File: src/rtl/dpag_pkg.sv
package dpag_pkg;

  // Addressing mode codes as issued by the instruction decoder.
  typedef enum logic [1:0] {
    AM_ABS  = 2'b00,
    AM_XIND = 2'b01,
    AM_XINC = 2'b10,
    AM_DPX  = 2'b11
  } am_e;

endpackage

File: src/rtl/dpag_page_sel.sv
// Upper address byte for the paged modes.
module dpag_page_sel #(
  parameter int DATA_W = 8
) (
  input  logic              pg_en,
  input  logic [DATA_W-1:0] pg_reg,
  output logic [DATA_W-1:0] hi
);

  function automatic logic [DATA_W-1:0] page_byte(input logic en,
                                                  input logic [DATA_W-1:0] reg_v);
    return en ? reg_v : '0;
  endfunction

  assign hi = page_byte(pg_en, pg_reg);

endmodule

File: src/rtl/dpag_low_gen.sv
// Lower address byte and X side effect for the paged modes.
module dpag_low_gen
  import dpag_pkg::*;
#(
  parameter int DATA_W = 8
) (
  input  am_e               mode,
  input  logic [DATA_W-1:0] off,
  input  logic [DATA_W-1:0] x,
  input  logic              acc_move,
  output logic [DATA_W-1:0] lo,
  output logic [DATA_W-1:0] x_next,
  output logic              x_we
);

  // Sum truncated to DATA_W bits: no carry leaves the byte.
  function automatic logic [DATA_W-1:0] dp_sum(input logic [DATA_W-1:0] a,
                                               input logic [DATA_W-1:0] b);
    return a + b;
  endfunction

  function automatic logic [DATA_W-1:0] x_bump(input logic [DATA_W-1:0] v);
    return v + {{(DATA_W-1){1'b0}}, 1'b1};
  endfunction

  logic bump_ok;
  assign bump_ok = (mode == AM_XINC) && acc_move;

  always_comb begin
    unique case (mode)
      AM_DPX:  lo = dp_sum(off, x);
      default: lo = x;
    endcase
  end

  assign x_next = bump_ok ? x_bump(x) : x;
  assign x_we   = bump_ok;

endmodule

File: src/rtl/dpag_core.sv
module dpag_core
  import dpag_pkg::*;
#(
  parameter int DATA_W = 8
) (
  input  logic                  clk,
  input  logic                  rst_n,
  input  logic                  req_i,
  input  logic [1:0]            mode_i,
  input  logic [2*DATA_W-1:0]   opnd_i,
  input  logic [DATA_W-1:0]     x_i,
  input  logic                  pg_en_i,
  input  logic [DATA_W-1:0]     pg_reg_i,
  input  logic                  acc_move_i,
  output logic                  valid_o,
  output logic [2*DATA_W-1:0]   addr_o,
  output logic [DATA_W-1:0]     x_o,
  output logic                  x_we_o
);

  localparam int ADDR_W = 2 * DATA_W;

  am_e               mode;
  logic [DATA_W-1:0] page_hi;
  logic [DATA_W-1:0] low_b;
  logic [DATA_W-1:0] x_nxt;
  logic              x_we_nxt;
  logic [ADDR_W-1:0] ea_nxt;
  logic              req_fire;
  logic              is_abs;

  assign mode     = am_e'(mode_i);
  assign req_fire = req_i;
  assign is_abs   = (mode == AM_ABS);

  dpag_page_sel #(.DATA_W(DATA_W)) u_page (
    .pg_en  (pg_en_i),
    .pg_reg (pg_reg_i),
    .hi     (page_hi)
  );

  dpag_low_gen #(.DATA_W(DATA_W)) u_low (
    .mode     (mode),
    .off      (opnd_i[DATA_W-1:0]),
    .x        (x_i),
    .acc_move (acc_move_i),
    .lo       (low_b),
    .x_next   (x_nxt),
    .x_we     (x_we_nxt)
  );

  assign ea_nxt = is_abs ? opnd_i : {page_hi, low_b};

  always_ff @(posedge clk or negedge rst_n) begin
    if (!rst_n) begin
      valid_o <= 1'b0;
      addr_o  <= '0;
      x_o     <= '0;
      x_we_o  <= 1'b0;
    end else begin
      valid_o <= req_fire;
      x_we_o  <= req_fire & x_we_nxt;
      if (req_fire) begin
        addr_o <= ea_nxt;
        x_o    <= x_nxt;
      end
    end
  end

  AST_VALID_FOLLOWS_REQ: assert property (@(posedge clk) disable iff (!rst_n)
    req_i |=> valid_o);
  AST_IDLE_NO_VALID: assert property (@(posedge clk) disable iff (!rst_n)
    !req_i |=> !valid_o);
  AST_ABS_PASSTHRU: assert property (@(posedge clk) disable iff (!rst_n)
    (req_i && mode_i == 2'b00) |=> addr_o == $past(opnd_i));
  AST_PAGE_BYTE: assert property (@(posedge clk) disable iff (!rst_n)
    (req_i && mode_i != 2'b00) |=>
      addr_o[ADDR_W-1:DATA_W] == ($past(pg_en_i) ? $past(pg_reg_i) : '0));
  AST_XINC_STEP: assert property (@(posedge clk) disable iff (!rst_n)
    (req_i && mode_i == 2'b10 && acc_move_i) |=>
      (x_we_o && x_o == DATA_W'($past(x_i) + 1'b1)));
  AST_XWE_ONLY_VALID: assert property (@(posedge clk) disable iff (!rst_n)
    x_we_o |-> valid_o);
  AST_HOLD_IDLE: assert property (@(posedge clk) disable iff (!rst_n)
    !req_i |=> ($stable(addr_o) && $stable(x_o) && !x_we_o));

endmodule

File: config.mk
export PLATFORM = sky130hd
export DESIGN_NAME = dpag_core
export DESIGN_NICKNAME = d
export VERILOG_FILES = /design/src/rtl/dpag_pkg.sv /design/src/rtl/dpag_page_sel.sv /design/src/rtl/dpag_low_gen.sv /design/src/rtl/dpag_core.sv
export SDC_FILE = /design/constraint.sdc
export NUM_CORES = 1
export LEC_CHECK = 0
export BUFFER_PORTS_ARGS = -buffer_cell sky130_fd_sc_hd__buf_2
export CAP_MARGIN = 10
export CELL_PAD_IN_SITES_DETAIL_PLACEMENT = 1
export CELL_PAD_IN_SITES_GLOBAL_PLACEMENT = 2
export CORE_MARGIN = 2
export CORE_UTILIZATION = 30
export CTS_BUF_LIST = sky130_fd_sc_hd__clkbuf_16
export DETAILED_ROUTE_END_ITERATION = 8
export PLACE_DENSITY = 0.84
export SYNTH_ARGS = -nofsm -noshare
export SYNTH_HDL_FRONTEND = slang
export SYNTH_SLANG_ARGS = --single-unit
File: constraint.sdc
create_clock -name clk -period 1.8 [get_ports clk]
set_input_delay 0.36 -clock clk [delete_from_list [all_inputs] [get_ports clk]]
set_output_delay 0.36 -clock clk [all_outputs]
set_load 0.02 [all_outputs]
==> impl_results.md <==
* Run status: finished, final reports clean
* Total gr overflow at 0
* Commonest non-fill, non-tap cell in the layout: buf_2
* Vias in the first global route at 1,693
* Remaining routing DRC violations at 0
* Dpl hpwl at 3756 µm
* YS warnings at 0
* Final Max Tran Viols at 0
* CP Max Fanout at 2
* Commonest cells after routing, fill and taps aside: buf_2 (64), dfrtp_1 (26), nor2_1 (24)
* Ys flop type: dfrtp_1
* Post-synth EDFFs at 0
* H-Tree Depth at 1
* # setup viols final at 0
* Synth cell types at 41
* I/O Pins at 65
* WL per Instance at 15.29 µm
* Synth Register Bits at 26
* Cell leakage power at 0.9967 nW
* Highest Clock Rate at 618.8 MHz
* Post-Syn Instances at 178
* Cell area after layout at 2148 µm²
* Die footprint at 6054 µm²
* Port bufs at 64
* TNS Setup at 0 ns
* Worst Skew at 0 ns
* Num CTS Buffers at 3
* GRT Util Overall at 17.43%
* Post-Synth XOR/XNOR Area at 7.504%
* Post-Syn Nets at 226
* Die height at 77.81 µm
* Core area at 5172 µm²
* CP Data Required Time at 1.94 ns
* DRT Pass-1 Iters at 4
* Clock sinks at 26
* Total power at 0.001821 W
* Worst setup SP type: input port
* Avg Vias per Cell at 5.047
* Initial Util at 31.59%
* Hold crit path type: input port to asynchronous set/reset pin
* Detailed router's first-iteration violation count at 54
* FFs w/ async S/R, synth at 100.0%
* Clk buf depth at 2
* Largest net degree at the start of global routing at 39
* CTS tree: done
* Post-synthesis compound-gate area fraction at 18.22%
* Critical Path Sink Type: register
* Tightest Pin Transition at 0.6243 ns
* Ant. Diodes at 0
* Vias at 1,605
* Simple-gate area share of the yosys netlist at 19.53%
* Rel. slew slack at 58.38%
* Post-Synth Adder-Cell Area at 7.351%
* Post-DP Area at 2043 µm²
* Layout area overhead at 31.47%
* Max-cap violations at 0
* Worst-Skew Late Latency at 0.26 ns
* Initial antenna violation count at 0
* PwrDens at 847.9 nW/µm²
* First-pass GRT wire length at 8528 µm
* IR drop worst, VDD at 0.3735 mV
* Mean Syn Cell Area at 9.180 µm²
* Clk slew on worst S/H paths at 0.07 ns
* WL final at 4862 µm
* Final period util at 89.78%
* Crit path DAT at 1.75 ns
* Post-route ant nets at 0
* Share of cells above drive strength 1 at 34.68%
* Final min period at 1.616 ns
* RSZ-0062 raised after global routing: no
* Root Driver: clkbuf_16
* Nets at 297
* Site Rows at 26
* Die width at 77.81 µm
* Seq/Total Area, Yosys at 39.82%
* Kind of critical path: input port to register
* Mux contribution to synthesized area at 1.225%
* Post-CTS Setup Inserts at 0
* Cell Area, Synth at 1634 µm²
* Final GP Congestion at 0.8816
* Largest family of logic cells by synthesized area: simple AND/OR/NAND/NOR gates
* Final hold violation count at 0
## final cells by class
| type | count | area [µm²] |
|---|---|---|
| Tap cell | 70 | 87.58 |
| Clock inverter | 1 | 30.03 |
| Fill cell | 650 | 3024 |
| Multi-Input combinational cell | 138 | 879.6 |
| Inverter | 4 | 15.01 |
| Sequential cell | 26 | 650.6 |
| Timing Repair Buffer | 76 | 410.4 |
| Clock buffer | 3 | 75.07 |
## cells by family after synthesis
kind of cell    after synthesis
buf+inv                      14
xor+xnor                     14
flops                        26
simple gates                 65
fa+ha+maj                     9
compound gates               48
mux                           2
## per-layer routing
metal | up-vias | track usage, % | wire [µm]
met5 | - | 0 | 0
met4 | 0 | 2.857 | 27
met3 | 4 | 3.605 | 335
met2 | 50 | 29.14 | 2255
met1 | 771 | 23.51 | 2244
li1 | 780 | - | -
## through the flow
stage          std cells  setup slack (ns)  util [%]  hold slack [ns]
2_1_floorplan        178            0.1013         -          0.06441
3_3_place_gp         314          -0.08158     39.50           0.4153
3_5_place_dp         314           -0.1208     39.50           0.4216
4_1_cts              318            0.1620     41.53           0.1364
5_1_grt              318           0.02810     41.53           0.1542
6_report             318            0.1839     41.53           0.1116
## registers in the layout, summed over array words and instances, names as in the netlist
register  flops
addr_o       16
x_we_o        1
x_o           8
valid_o       1
## timing repair
item | CTS | global route
hold buffers | 0 | 0
endpoints found under the hold margin | 0 | 0
endpoints found under the setup margin | 0 | 1
resized for setup | 0 | 1
## power by group
part	switching, W	internal, W	total, W
Combinational	0.000295	0.000191	0.000486
Clock	0.000214	0.000443	0.000657
Sequential	0.0000313	0.000648	0.000679
Total	0.000540	0.00128	0.00182
## critical path, stage by stage
cell and delay [ns]:
buf_2 0.09, ha_1 0.17, inv_1 0.06, fa_1 0.38, nor2b_1 0.13, o21ai_1 0.08, a21oi_1 0.18, mux2i_1 0.21
o211ai_1 0.10
## final timing paths
| path | start | to | slack (ns) | cells past startpoint |
|---|---|---|---|---|
| worst max-delay path | opnd_i[0] | addr_o[6] | 0.18 | 9 |
| worst min-delay path | rst_n | addr_o[9] | 0.11 | 1 |
| worst max register to register | addr_o[6] | addr_o[6] | 0.54 | 3 |
| worst min register to register | addr_o[2] | addr_o[2] | 0.48 | 2 |
| max in group asynchronous | rst_n | addr_o[11] | 1.28 | 1 |
| min in group clk | opnd_i[12] | addr_o[12] | 0.34 | 3 |
## synthesized netlist by cell type, types with 3 or more instances
library cell  number  area, µm²
dfrtp_1           26      650.6
nor2_1            24      90.09
a21oi_1           17      85.08
nand2_1           15      56.30
nand3_1           10      50.05
a31oi_1            9      56.30
ha_1               8      100.1
xnor2_1            7      61.31
xor2_1             7      61.31
o21ai_0            5      25.02
clkbuf_1           4      15.01
buf_6              3      33.78
inv_1              3      11.26
o22ai_1            3      18.77
o31ai_1            3      22.52
No activity file was read; power rests on OpenSTA's default activity.
